--- src/rtl/ssc_pkg.sv ---
// Shared types and instruction encodings for the serial stack controller.
// Assumes a 10-bit instruction whose low six bits select the command class.
package ssc_pkg;

    localparam int INSTR_W    = 10;
    localparam int DIGIT_BITS = 4;

    // Low-field patterns that mark the two command classes.
    localparam logic [5:0] CLASS_MOVE  = 6'b101000;
    localparam logic [5:0] CLASS_KLOAD = 6'b011000;

    // Selector values held in instr[9:6] for the move class.
    localparam logic [3:0] SEL_TOGGLE = 4'b0000;
    localparam logic [3:0] SEL_SWAP   = 4'b0010;
    localparam logic [3:0] SEL_PUSH   = 4'b0100;
    localparam logic [3:0] SEL_POP    = 4'b0110;
    localparam logic [3:0] SEL_OFF    = 4'b1000;
    localparam logic [3:0] SEL_RECALL = 4'b1010;
    localparam logic [3:0] SEL_ROLL   = 4'b1100;
    localparam logic [3:0] SEL_CLEAR  = 4'b1110;

    typedef enum logic [3:0] {
        OP_NONE, OP_PUSH, OP_POP, OP_ROLL, OP_SWAP_M,
        OP_RECALL, OP_CLEAR, OP_KLOAD, OP_DISP_TOG, OP_DISP_OFF
    } op_e;

    typedef struct packed {
        op_e                   op;
        logic [DIGIT_BITS-1:0] konst;
    } cmd_t;

    // True for commands that need a full serial word period.
    function automatic logic is_transfer(op_e o);
        case (o)
            OP_PUSH, OP_POP, OP_ROLL, OP_SWAP_M,
            OP_RECALL, OP_CLEAR, OP_KLOAD: return 1'b1;
            default:                       return 1'b0;
        endcase
    endfunction

endpackage

--- src/rtl/ssc_decode.sv ---
// Instruction decoder: maps a 10-bit instruction word to a command.
// Purely combinational. Unknown words decode to OP_NONE.
module ssc_decode
    import ssc_pkg::*;
(
    input  logic [INSTR_W-1:0] instr,
    output cmd_t               cmd
);

    // Classify by the low field, then by the selector in bits [9:6].
    always_comb begin
        cmd.op    = OP_NONE;
        cmd.konst = instr[INSTR_W-1 -: DIGIT_BITS];
        if (instr[5:0] == CLASS_KLOAD) begin
            cmd.op = OP_KLOAD;
        end else if (instr[5:0] == CLASS_MOVE) begin
            case (instr[9:6])
                SEL_TOGGLE: cmd.op = OP_DISP_TOG;
                SEL_SWAP:   cmd.op = OP_SWAP_M;
                SEL_PUSH:   cmd.op = OP_PUSH;
                SEL_POP:    cmd.op = OP_POP;
                SEL_OFF:    cmd.op = OP_DISP_OFF;
                SEL_RECALL: cmd.op = OP_RECALL;
                SEL_ROLL:   cmd.op = OP_ROLL;
                SEL_CLEAR:  cmd.op = OP_CLEAR;
                default:    cmd.op = OP_NONE;
            endcase
        end
    end

endmodule

--- src/rtl/ssc_sequencer.sv ---
// Word-period sequencer: runs the bit counter, holds an accepted transfer
// until the next bit 0, runs it for one full word, then steps the pointer.
// It also owns the display flag. Assumes the decoder output is stable
// whenever instr_valid is high.
module ssc_sequencer
    import ssc_pkg::*;
#(
    parameter  int NUM_DIGITS = 14,
    localparam int WORD       = NUM_DIGITS * DIGIT_BITS,
    localparam int CNT_W      = $clog2(WORD),
    localparam int PTR_W      = $clog2(NUM_DIGITS)
) (
    input  logic             clk,
    input  logic             rst_n,
    input  logic             instr_valid,
    input  cmd_t             cmd,
    input  logic             ptr_load,
    input  logic [PTR_W-1:0] ptr_value,
    output logic             xfer,
    output cmd_t             act,
    output logic [CNT_W-1:0] bit_pos,
    output logic [PTR_W-1:0] ptr,
    output logic             disp_on,
    output logic             word_sync
);

    localparam logic [CNT_W-1:0] LAST_BIT   = CNT_W'(WORD - 1);
    localparam logic [PTR_W-1:0] LAST_DIGIT = PTR_W'(NUM_DIGITS - 1);
    localparam logic [PTR_W-1:0] PTR_ONE    = PTR_W'(1);

    logic pend;
    logic run;
    logic idle;
    logic word_end;

    assign idle      = !pend && !run;
    assign word_end  = (bit_pos == LAST_BIT);
    assign word_sync = (bit_pos == '0);
    assign xfer      = run || (pend && word_sync);

    // Free-running bit counter over one serial word.
    always_ff @(posedge clk) begin
        if (!rst_n)        bit_pos <= '0;
        else if (word_end) bit_pos <= '0;
        else               bit_pos <= bit_pos + CNT_W'(1);
    end

    // Pending/running state of the one transfer in flight.
    always_ff @(posedge clk) begin
        if (!rst_n) begin
            pend <= 1'b0;
            run  <= 1'b0;
            act  <= '{op: OP_NONE, konst: '0};
        end else begin
            if (pend && word_sync) begin
                pend <= 1'b0;
                run  <= 1'b1;
            end
            if (run && word_end) run <= 1'b0;
            if (instr_valid && idle && is_transfer(cmd.op)) begin
                pend <= 1'b1;
                act  <= cmd;
            end
        end
    end

    // Digit pointer: idle load, or step down at the end of a constant load.
    always_ff @(posedge clk) begin
        if (!rst_n) begin
            ptr <= '0;
        end else if (run && word_end && act.op == OP_KLOAD) begin
            ptr <= (ptr == '0) ? LAST_DIGIT : ptr - PTR_ONE;
        end else if (ptr_load && idle) begin
            ptr <= ptr_value;
        end
    end

    // Display flag, which takes effect right away even while busy.
    always_ff @(posedge clk) begin
        if (!rst_n) begin
            disp_on <= 1'b0;
        end else if (instr_valid && cmd.op == OP_DISP_OFF) begin
            disp_on <= 1'b0;
        end else if (instr_valid && cmd.op == OP_DISP_TOG) begin
            disp_on <= !disp_on;
        end
    end

    AST_PEND_RUN_EXCL: assert property (@(posedge clk) disable iff (!rst_n)
        !(pend && run));
    AST_RUN_ALIGNED: assert property (@(posedge clk) disable iff (!rst_n)
        $rose(run) |-> bit_pos == CNT_W'(1));
    AST_PTR_WRAP: assert property (@(posedge clk) disable iff (!rst_n)
        (run && word_end && act.op == OP_KLOAD && ptr == '0) |=> ptr == LAST_DIGIT);
    AST_PTR_HOLD_BUSY: assert property (@(posedge clk) disable iff (!rst_n)
        (pend || (run && !word_end)) |=> $stable(ptr));
    AST_DISP_TOGGLE: assert property (@(posedge clk) disable iff (!rst_n)
        (instr_valid && cmd.op == OP_DISP_TOG) |=> disp_on != $past(disp_on));
    AST_DISP_OFF: assert property (@(posedge clk) disable iff (!rst_n)
        (instr_valid && cmd.op == OP_DISP_OFF) |=> !disp_on);

endmodule

--- src/rtl/ssc_shreg.sv ---
// One recirculating serial word: shifts right one bit per clock.
// The bit at position 0 is the output. The new bit enters at the top.
module ssc_shreg #(
    parameter int WIDTH = 56
) (
    input  logic clk,
    input  logic rst_n,
    input  logic in_bit,
    output logic out_bit
);

    logic [WIDTH-1:0] q;

    // Shift the incoming bit in at the most significant end.
    always_ff @(posedge clk) begin
        if (!rst_n) q <= '0;
        else        q <= {in_bit, q[WIDTH-1:1]};
    end

    assign out_bit = q[0];

endmodule

--- src/rtl/stack_ser_ctl.sv ---
// Serial stack controller top level: five recirculating words (C, D, E, F, M),
// the decoder, the sequencer and the per-word input routing. Assumes inputs
// are synchronous to clk and that one word period equals NUM_DIGITS digits.
module stack_ser_ctl
    import ssc_pkg::*;
#(
    parameter  int NUM_DIGITS = 14,
    localparam int PTR_W      = $clog2(NUM_DIGITS)
) (
    input  logic               clk,
    input  logic               rst_n,
    input  logic [INSTR_W-1:0] instr,
    input  logic               instr_valid,
    input  logic               ptr_load,
    input  logic [PTR_W-1:0]   ptr_value,
    output logic               c_out,
    output logic               d_out,
    output logic               e_out,
    output logic               f_out,
    output logic               m_out,
    output logic               word_sync,
    output logic [PTR_W-1:0]   ptr,
    output logic               disp_on
);

    localparam int WORD    = NUM_DIGITS * DIGIT_BITS;
    localparam int CNT_W   = $clog2(WORD);
    localparam int DIG_LOG = $clog2(DIGIT_BITS);
    localparam int NREG    = 5;
    localparam int IX_C    = 0;
    localparam int IX_D    = 1;
    localparam int IX_E    = 2;
    localparam int IX_F    = 3;
    localparam int IX_M    = 4;

    cmd_t             cmd;
    cmd_t             act;
    logic             xfer;
    logic [CNT_W-1:0] bit_pos;
    logic [NREG-1:0]  lane_in;
    logic [NREG-1:0]  lane_out;
    logic             in_digit;
    logic             k_bit;

    ssc_decode u_decode (
        .instr (instr),
        .cmd   (cmd)
    );

    ssc_sequencer #(.NUM_DIGITS(NUM_DIGITS)) u_seq (
        .clk         (clk),
        .rst_n       (rst_n),
        .instr_valid (instr_valid),
        .cmd         (cmd),
        .ptr_load    (ptr_load),
        .ptr_value   (ptr_value),
        .xfer        (xfer),
        .act         (act),
        .bit_pos     (bit_pos),
        .ptr         (ptr),
        .disp_on     (disp_on),
        .word_sync   (word_sync)
    );

    genvar g;
    generate
        for (g = 0; g < NREG; g++) begin : g_word
            ssc_shreg #(.WIDTH(WORD)) u_word (
                .clk     (clk),
                .rst_n   (rst_n),
                .in_bit  (lane_in[g]),
                .out_bit (lane_out[g])
            );
        end
    endgenerate

    assign in_digit = (PTR_W'(bit_pos >> DIG_LOG) == ptr);
    assign k_bit    = act.konst[bit_pos[DIG_LOG-1:0]];

    // Route each word's input: recirculate by default, else the transfer source.
    always_comb begin
        lane_in = lane_out;
        if (xfer) begin
            case (act.op)
                OP_PUSH: begin
                    lane_in[IX_D] = lane_out[IX_C];
                    lane_in[IX_E] = lane_out[IX_D];
                    lane_in[IX_F] = lane_out[IX_E];
                end
                OP_POP: begin
                    lane_in[IX_C] = lane_out[IX_D];
                    lane_in[IX_D] = lane_out[IX_E];
                    lane_in[IX_E] = lane_out[IX_F];
                end
                OP_ROLL: begin
                    lane_in[IX_C] = lane_out[IX_D];
                    lane_in[IX_D] = lane_out[IX_E];
                    lane_in[IX_E] = lane_out[IX_F];
                    lane_in[IX_F] = lane_out[IX_C];
                end
                OP_SWAP_M: begin
                    lane_in[IX_C] = lane_out[IX_M];
                    lane_in[IX_M] = lane_out[IX_C];
                end
                OP_RECALL: lane_in[IX_C] = lane_out[IX_M];
                OP_CLEAR:  lane_in = '0;
                OP_KLOAD:  if (in_digit) lane_in[IX_C] = k_bit;
                default:   lane_in = lane_out;
            endcase
        end
    end

    assign c_out = lane_out[IX_C];
    assign d_out = lane_out[IX_D];
    assign e_out = lane_out[IX_E];
    assign f_out = lane_out[IX_F];
    assign m_out = lane_out[IX_M];

    AST_SYNC_SINGLE: assert property (@(posedge clk) disable iff (!rst_n)
        word_sync |=> !word_sync);
    AST_IDLE_RECIRC: assert property (@(posedge clk) disable iff (!rst_n)
        !xfer |-> $countones(lane_in ^ lane_out) == 0);

endmodule

--- config.mk ---
export PLATFORM = sky130hd
export DESIGN_NAME = stack_ser_ctl
export DESIGN_NICKNAME = d
export VERILOG_FILES = /design/src/rtl/ssc_pkg.sv /design/src/rtl/ssc_decode.sv /design/src/rtl/ssc_sequencer.sv /design/src/rtl/ssc_shreg.sv /design/src/rtl/stack_ser_ctl.sv
export SDC_FILE = /design/constraint.sdc
export NUM_CORES = 1
export LEC_CHECK = 0
export BUFFER_PORTS_ARGS = -buffer_cell sky130_fd_sc_hd__buf_2
export CORE_ASPECT_RATIO = 0.8
export CORE_MARGIN = 3
export CORE_UTILIZATION = 30
export DETAILED_ROUTE_END_ITERATION = 7
export PLACE_DENSITY = 0.55
export SLEW_MARGIN = 30
export SYNTH_ARGS = -nofsm -noshare
export SYNTH_HDL_FRONTEND = slang
export SYNTH_SLANG_ARGS = --single-unit
--- constraint.sdc ---
create_clock -name clk -period 2.4 [get_ports clk]
set_clock_uncertainty 0.15 [all_clocks]
set_input_delay 0.12 -clock clk [delete_from_list [all_inputs] [get_ports clk]]
set_output_delay 0.12 -clock clk [all_outputs]
set_load 0.005 [all_outputs]
; ---- Word level (Yosys, flattened, before mapping)
; Memory sizes are Yosys's and may differ from the RTL's.
; Index checks and enable logic that the tools add are counted.
[totals]
romBits = 64
out_inout_bits = 11
wordCells = 77
memories = 1
inputBits = 18
reg_bits = 301
[op_classes]
addsub = 2
bitwise_logic = 1
n_eq_ne = 20
reduce_logical = 23
n_mux = 17
order_cmp = 1
[mem_list]
columns = memory, depth, word_bits, rd, rd_clocked_by_memory_dff, write_ports, line
row1 = (no name shown), 16, 4, 1, 0, 0, ssc_decode.sv:17  ; case (instr[9:6])
[ops]
columns = op, n
row1 = == test 4 x 3 -> 1 bit (second input constant), 8
row2 = 2-to-1 mux 4 bit, 5
row3 = == test 4 x 2 -> 1 bit (second input constant), 4
row4 = == test 6 bit (second input constant), 2
row5 = OR reduction 2 bit, 5
row6 = logical AND 1 bit, 9
row7 = == test 4 x 1 -> 1 bit (second input constant), 2
row8 = == test 4 bit (second input constant), 2
row9 = OR reduction 7 bit, 1
row10 = adder 6 x 1 -> 6 bit (second input constant), 1
row11 = == test 6 x 5 -> 1 bit (second input constant), 1
row12 = logical NOT 6 bit, 1
row13 = 2-to-1 mux 1 bit, 6
row14 = case mux 2 bit (3 select lines), 1
row15 = 2-to-1 mux 5 bit, 1
row16 = == test 4 bit, 1
row17 = logical NOT 4 bit, 1
row18 = case mux 1 bit (4 select lines), 1
row19 = nonzero test 2 bit, 2
row20 = subtractor 4 x 1 -> 4 bit (second input constant), 1
row21 = logical NOT 1 bit, 3
row22 = less-than comparator 2 x 3 -> 1 bit (second input constant), 1
row23 = case mux 1 bit (3 select lines), 1
row24 = binary-select mux 1 bit (select 2 bit), 1
row25 = 3 further kinds, 3

; ---- Logic depth before layout (Yosys ltp)
; Gate-level depths: netlist of the first run.
[logic_depth]
depth_word = 9
ltp_mapped = 6
ltp_nobuf = 6

; ---- Hierarchy
; From an unflattened synthesis of the first run, not the netlist that was laid out.
[unflattened]
hier_cells = 749
area_unflattened_um2 = 9042.4
[by_module_without_submodules]
columns = module, instances, seq_area_each_um2, cells_per_inst, area_per_inst_um2
row1 = ssc_shreg, 5, 1121.1, 118, 1532.7
row2 = ssc_sequencer, 1, 420.4, 103, 969.7
row3 = stack_ser_ctl, 1, 0.0, 39, 284.0
row4 = ssc_decode, 1, 0.0, 17, 125.1

; ---- Worst setup path before layout of the first run
; Ideal clock, no wire load.
[synth_path]
path_kind = reg2reg
start = reg u_seq.bit_pos[0]
end = reg u_seq.ptr[1]
setup_time_ns = 0.074
t_arrival_ns = 1.963
n_path_buf = 1
path_stages_with_launch = 7
required_ns = 2.176
slack_ns = 0.213
synth_period_minus_slack_ns = 2.187
cell_sequence = dfxtp_1 ha_1 nand4_1 or4b_1 buf_2 or4_1 a31oi_1
[synth_between]
elab_chain_len = 4
word_cells_on_any_way = 5
cone_classes = 1 x eq/ne / 1 x mux / 3 x reduce/logical
[synth_rtl]
columns = item, line
row1 = "start, declared", ssc_sequencer.sv:21  ; output logic [CNT_W-1:0] bit_pos,
row2 = "start signal, assigned", ssc_sequencer.sv:45  ; else bit_pos <= bit_pos + CNT_W'(1);
row3 = == test 6 bit *, ssc_sequencer.sv:37  ; assign word_end = (bit_pos == LAST_BIT);
row4 = logical AND 1 bit * (2 in series), ssc_sequencer.sv:71  ; end else if (run && word_end && act.op == OP_KLOAD) begin
row5 = 2-to-1 mux 4 bit or nonzero test 2 bit (tied branches), --
row6 = "end signal, assigned", ssc_sequencer.sv:72  ; ptr <= (ptr == '0) ? LAST_DIGIT : ptr - PTR_ONE;
row7 = "end signal, assigned", ssc_sequencer.sv:74  ; ptr <= ptr_value;
row8 = "end, declared", ssc_sequencer.sv:22  ; output logic [PTR_W-1:0] ptr,
; Every way passes the cells marked *; elsewhere a longest branch is shown, timed or not.
; A chain may end at the register's enable or synchronous reset.

; ---- Worst setup path after layout of the first run
[layout_path]
start = in instr[1]
end = reg u_seq.disp_on
[layout_between]
elab_chain_len = 6
word_cells_on_any_way = 9
cone_classes = 4 x eq/ne / 2 x mux / 3 x reduce/logical
[layout_rtl]
columns = item, line
row1 = "start, declared", stack_ser_ctl.sv:12  ; input logic [INSTR_W-1:0] instr,
row2 = == test 6 bit, ssc_decode.sv:16  ; end else if (instr[5:0] == CLASS_MOVE) begin
row3 = 2-to-1 mux 4 bit, ssc_decode.sv:16
row4 = 2-to-1 mux 4 bit *, ssc_decode.sv:14  ; if (instr[5:0] == CLASS_KLOAD) begin
row5 = == test 4 bit, ssc_sequencer.sv:82  ; end else if (instr_valid && cmd.op == OP_DISP_OFF) begin
row6 = logical AND 1 bit, ssc_sequencer.sv:82
row7 = OR reduction 2 bit (no line), --
row8 = "end signal, assigned", ssc_sequencer.sv:85  ; disp_on <= !disp_on;
row9 = "end, declared", ssc_sequencer.sv:23  ; output logic disp_on,
; Marks and branches as above.

==> out/results.ini, run 1 <==
[status]
outcome=complete, no violations

[power_and_ir_drop]
report.power.total_mw=9.94
p_per_area_nw_per_um2=940
p_leak_nw=4.33
vdd_drop_max_v=0.000447

[synthesis]
synth_area_sq_um=8780
synth_largest_area_cell=dfxtp_1
synth-seq-area-share_pct=68.6
avgSynthCellArea_sq_um=11.6
ys_types=45
synth_edf_count=0
syn-num-nets=778
yosysWarnings=0
netlist_top_cells_area=dfxtp_1 69%, and2_1 20%, clkbuf_1 1.6%, mux2i_1 0.91%, nand2_1 0.90%
yosysTopAreaCellShare_pct=68.6
ys.flop_type=dfxtp_1
synth-async-reset-ratio_pct=0
ys_seq_elements=301
syn-instance-count=758

[cells_and_area]
drive_gt1_share_pct=11.5
multi_input_area_sq_um=2590
ff_latch_area_sq_um=6030
fillers=2757
finish.net_count=826
antenna_cells=0
area_delta_synth_final_pct=20.4

[global_routing]
grt_max_degree=119
grt_overflow=0
grt_pass1_vias=4391
grt_antenna_before_repair=0
grtUsageMet1_pct=12.9
grtUsageMet2_pct=11.0
track_usage_pct=8.28
busiest_layer=met1
grt_pass1_wl_um=22200
use_met3_pct=2.20

[cts]
clk_latency_ns=0.53
cts_post_setup_buffers_inserted=0
cts_root_buffer=clkbuf_16
cts-buffers-inserted=29
cts_tree=yes
clockBufferDepth=3
clkTransAtPathRegs_ns=0.07
htree_levels=1
cts_sinks=301

[die]
start_util_pct=30.8
die_area_sq_um=31400
fp.dieH_um=159
ioPinCount=29
rows=55
core_area_sq_um=28600
fp.dieW_um=197

[worst_setup_path]
crit_family=buffers and inverters
crit_arrival_ns=2.59
r2r_setup_slack_ns=0.18
crit_fanout=5
path_buf_inv=3
endpoint=u_seq.disp_on$_SDFFE_PP0P_
timing.critical_path.mode_cell=dlygate4sd3_1
crit_path_start_kind=primary input
crit_slowest_cell=dlygate4sd3_1
r2r-end=g_word[4].u_word.q[55]$_SDFF_PN0_
critical_path_class=in -> reg
r2r_cells=6
cp_cell_sequence=dlygate4sd3_1 > buf_2 > nor4b_4 > nand3_1 > or4_1 > dlygate4sd3_1 > a21oi_1
timing.rr.start=u_seq.bit_pos[0]$_SDFF_PP0_
cp.depth=7
worstSetupEndpointType=flop
crit_start=instr[1]
crit_required_ns=2.71
crit_path_max_incr_delay_ns=0.57

[drt]
drt_wl_total_um=12900
drtAntennaViolNets=0
wire_per_inst_um=10.8
first_pass_iters=4
vias=4683
viasPerCell=3.91
first_iter_violations=300
drc=0

[timing]
finalSetupViolations=0
worstMarginPinSlew_ns=0.585
period_minus_slack_ns=2.27
setup_tns_ns=0
fmax_mhz=440
fin_crit_sh_pct=94.7
slew-limit-headroom_pct=60.0
final-max-slew-violation-count=0
timing.final.hold_violations=0
rsz0062_at_grt=no

[flow_run]
cap_violations=0

[hold_path]
min_path_type=in -> reg

[placement]
hpwl_um=6700
numPortBuffers=28
globalplace.congestion=0.757

-- worst reg2reg max path: stages (launching register included) --
cell and delay (ns):
dfxtp_1 0.37, inv_1 0.10, ha_1 0.14, or3b_2 0.51, o21a_1 0.26, or4_1 0.47, a21oi_1 0.15
-- worst min path at each step --
stage / slack [ns] / depth (start not counted) / startpoint / to
after CTS: 0.02 / 4 / instr[2] / u_seq.act[7]$_SDFFE_PN0P_
after detailed placement: 0.24 / 3 / ptr_value[1] / u_seq.ptr[1]$_SDFFE_PN0P_
after floorplan: 0.11 / 2 / instr[6] / u_seq.act[0]$_SDFFE_PN0P_
after global routing: 0.07 / 4 / instr[2] / u_seq.act[7]$_SDFFE_PN0P_
after global placement: 0.25 / 3 / ptr_value[1] / u_seq.ptr[1]$_SDFFE_PN0P_
final: 0.04 / 4 / instr[2] / u_seq.act[7]$_SDFFE_PN0P_
-- state kept, by name, summed over array words and instances (netlist names) --
register / flops
g_word.u_word.q: 280
u_seq.run: 1
u_seq.ptr: 4
u_seq.act: 8
u_seq.bit_pos: 6
u_seq.pend: 1
u_seq.disp_on: 1
-- power breakdown --
part           internal [mW]  total (mW)  switching [mW]
Clock                   2.87        4.74            1.87
Sequential              5.00        5.02          0.0133
Combinational         0.0754       0.184           0.108
-- layout make-up --
type	instances	share of cell area [%]
Clock buffer	38	7.84
Clock inverter	15	1.86
Inverter	9	0.319
Multi-Input combinational cell	409	24.5
Sequential cell	301	57.0
Tap cell	370	4.38
Timing Repair Buffer	56	4.08
-- kinds of logic (layout without fill, tap and decap cells) --
family / Yosys count / after routing / synth area share [%]
xor gates and xnor gates: 8 / 8 / 0.798
DFF: 301 / 301 / 68.6
and+or+nand+nor: 346 / 346 / 23.8
muxes: 10 / 10 / 1.17
adders and majority gates: 2 / 2 / 0.285
AOI/OAI and AO/OA: 43 / 43 / 3.23
buffers and inverters: 48 / 118 / 2.08
-- per-stage QoR --
step	utilization, %	setup slack (ns)	area (sq um)	instances	hold slack (ns)
after floorplan	-	0.213	8780	758	0.109
after global placement	32.7	0.240	9330	1125	0.250
after detailed placement	32.7	0.192	9330	1125	0.242
after CTS	37.0	0.0642	10600	1198	0.0167
after global routing	37.0	0.0158	10600	1198	0.0670
final	37.0	0.126	10600	1198	0.0388
-- cell usage after synthesis, types with 4 or more instances --
cell type,instances
dfxtp_1,301
nand3_1,6
a21oi_1,11
xnor2_1,6
inv_1,9
o21ai_0,12
nand4_1,4
mux2i_1,8
and2_1,277
nor2_1,18
clkbuf_1,37
nand2_1,21
-- per-layer routing --
metal,routed length [um],part of all wire (%)
met5,0,0
met1,7200,56
met4,356,2.8
met2,4770,37
met3,579,4.5
-- repair_timing --
item	in CTS	in global routing
hold endpoints to repair	64	0
resized for setup	1	2
setup endpoints to repair	1	2
hold buffers	20	0
-- layout by cell type (no fill, tap or decap), types with 7 or more instances in the layout --
cell | synthesis | layout
dfxtp_1 | 301 | 301
and2_1 | 277 | 277
clkbuf_16 | 0 | 29
buf_2 | 2 | 27
nand2_1 | 21 | 21
dlygate4sd3_1 | 0 | 20
nor2_1 | 18 | 18
o21ai_0 | 12 | 12
a21oi_1 | 11 | 11
inv_1 | 9 | 9
mux2i_1 | 8 | 8
clkinv_2 | 0 | 7
clkbuf_8 | 0 | 7
No activity file was read; power rests on OpenSTA's default activity.
==> inputs of run 2 (changes only) <==
--- a/config.mk
+++ b/config.mk
@@ -8,9 +8,9 @@
 export BUFFER_PORTS_ARGS = -buffer_cell sky130_fd_sc_hd__buf_2
 export CORE_ASPECT_RATIO = 0.8
 export CORE_MARGIN = 3
-export CORE_UTILIZATION = 30
+export CORE_UTILIZATION = 45
 export DETAILED_ROUTE_END_ITERATION = 7
-export PLACE_DENSITY = 0.55
+export PLACE_DENSITY = 0.72
 export SLEW_MARGIN = 30
 export SYNTH_ARGS = -nofsm -noshare
 export SYNTH_HDL_FRONTEND = slang
==> out/results.ini, run 2 (synthesis results as in run 1) <==
[timing]
slew-limit-headroom_pct=60.9
fmax_mhz=437
setup_tns_ns=0
final-max-slew-violation-count=0
timing.final.hold_violations=0
rsz0062_at_grt=no
worstMarginPinSlew_ns=0.581
period_minus_slack_ns=2.29
finalSetupViolations=0
fin_crit_sh_pct=95.4

[hold_path]
hold_start=instr[3]
worstHoldPathCells=4
holdPathEnd=u_seq.pend$_SDFFE_PN0P_
min_path_type=in -> reg

[cells_and_area]
area_delta_synth_final_pct=18.4
finish.net_count=829
drive_gt1_share_pct=10.6
layout_common_cells=301 x dfxtp_1, 277 x and2_1, 27 x clkbuf_16, 27 x dlygate4sd3_1, 27 x buf_2
largest_reg_flops=280
fillers=1589
antenna_cells=0
final_common_cell=dfxtp_1
reg.largest.list=g_word.u_word.q (280), u_seq.act (8), u_seq.bit_pos (6)
regMostFlops=g_word.u_word.q
postLayoutCellArea_sq_um=10400

[global_routing]
grt_antenna_before_repair=0
track_usage_pct=11.9
grt_overflow=0
grt_max_degree=139
grt_pass1_vias=4486
grt_pass1_wl_um=21300

[placement]
globalplace.congestion=0.775
numPortBuffers=28
hpwl_um=6480
placed_area_sq_um=9170

[cts]
cts_sinks=301
cts_post_setup_buffers_inserted=0
cts_tree=yes
cts-buffers-inserted=27
clk_latency_ns=0.53
clockBufferDepth=3
cts_root_buffer=clkbuf_16
clkTransAtPathRegs_ns=0.06
htree_levels=1

[status]
outcome=complete, no violations

[power_and_ir_drop]
p_per_area_nw_per_um2=921
p_leak_nw=4.31
vdd_drop_max_v=0.000570

[worst_setup_path]
r2r-end=u_seq.ptr[1]$_SDFFE_PN0P_
r2r_setup_slack_ns=0.19
crit_required_ns=2.71
critical_path_class=in -> reg
r2r_cells=5
crit_fanout=5
crit_path_start_kind=primary input
timing.rr.start=u_seq.bit_pos[0]$_SDFF_PP0_
crit_arrival_ns=2.60
worstSetupEndpointType=flop

[die]
die_area_sq_um=21200
fp.dieH_um=131
ioPinCount=29
core_area_sq_um=19100
fp.dieW_um=162
start_util_pct=46.0
rows=45

[drt]
drt_wl_total_um=12300
wire_per_inst_um=11.3
first_iter_violations=345
first_pass_iters=5
drc=0
vias=4743
viasPerCell=4.36
drtAntennaViolNets=0

[flow_run]
cap_violations=0

run 2: changes by cell type in the layout (fill, tap and decap cells not counted), sizes merged:
cell / previous run / this run
dlygate4sd3: 20 / 27
clkinv: 9 / 5
buf: 36 / 34
bufinv: 4 / 3
clkbuf: 38 / 39
inv: 10 / 11
run 2: worst max-delay path: stages:
cell           delay (ns)
dlygate4sd3_1        0.54
buf_2                0.14
nor4b_4              0.41
nand3_2              0.17
or4_1                0.51
dlygate4sd3_1        0.57
a21oi_1              0.13
run 2: how the worst max path moves through the flow:
stage | to | cells after the start | from
final | u_seq.disp_on$_SDFFE_PP0P_ | 7 | instr[1]
after global routing | u_seq.disp_on$_SDFFE_PP0P_ | 7 | instr[1]
after CTS | word_sync | 5 | u_seq.bit_pos[0]$_SDFF_PP0_
after detailed placement | u_seq.ptr[1]$_SDFFE_PN0P_ | 5 | u_seq.bit_pos[0]$_SDFF_PP0_
after global placement | u_seq.ptr[1]$_SDFFE_PN0P_ | 5 | u_seq.bit_pos[0]$_SDFF_PP0_
after floorplan | u_seq.ptr[1]$_SDFFE_PN0P_ | 6 | u_seq.bit_pos[0]$_SDFF_PP0_
run 2: final cells by class:
cell class,count,area [sq um],share of cell area (%)
clock buffers,39,781,7.51
clock inverters,11,154,1.48
inverters,9,33.8,0.325
multi-input cells,409,2600,25.0
flip-flops and latches,301,6030,57.9
well taps,258,323,3.10
repair buffers,61,487,4.68
run 2: layer usage:
| layer | vias to the layer above | share of wire, % | global-route usage [%] |
|---|---|---|---|
| met3 | 29 | 3.8 | 2.40 |
| met4 | 0 | 2.4 | 4.01 |
| met1 | 2161 | 53 | 17.7 |
| met5 | - | 0 | 0 |
| met2 | 65 | 41 | 17.4 |
| li1 | 2488 | - | - |
run 2: through the flow:
| step | util, % | cells | hold WS [ns] | setup WS (ns) | power, mW |
|---|---|---|---|---|---|
| after global placement | 48.1 | 1011 | 0.241 | 0.261 | 5.28 |
| final | 54.5 | 1088 | 0.0468 | 0.112 | 9.58 |
| after detailed placement | 48.1 | 1011 | 0.238 | 0.227 | 5.29 |
| after CTS | 54.3 | 1087 | 0.0718 | 0.0253 | 9.68 |
| after floorplan | - | 758 | 0.109 | 0.213 | 5.23 |
| after global routing | 54.5 | 1088 | 0.0785 | 0.00362 | 9.90 |
run 2: power breakdown:
part           internal, mW  switching [mW]  total, mW
Combinational        0.0798           0.106      0.186
Clock                  2.61            1.77       4.38
Sequential             5.00          0.0130       5.02
Total                  7.69            1.89       9.58
run 2: repair_timing:
item	4_1_cts	5_1_grt
gates resized for setup	0	4
setup endpoints to repair	0	3
hold endpoints to repair	43	1
hold buffers	26	1
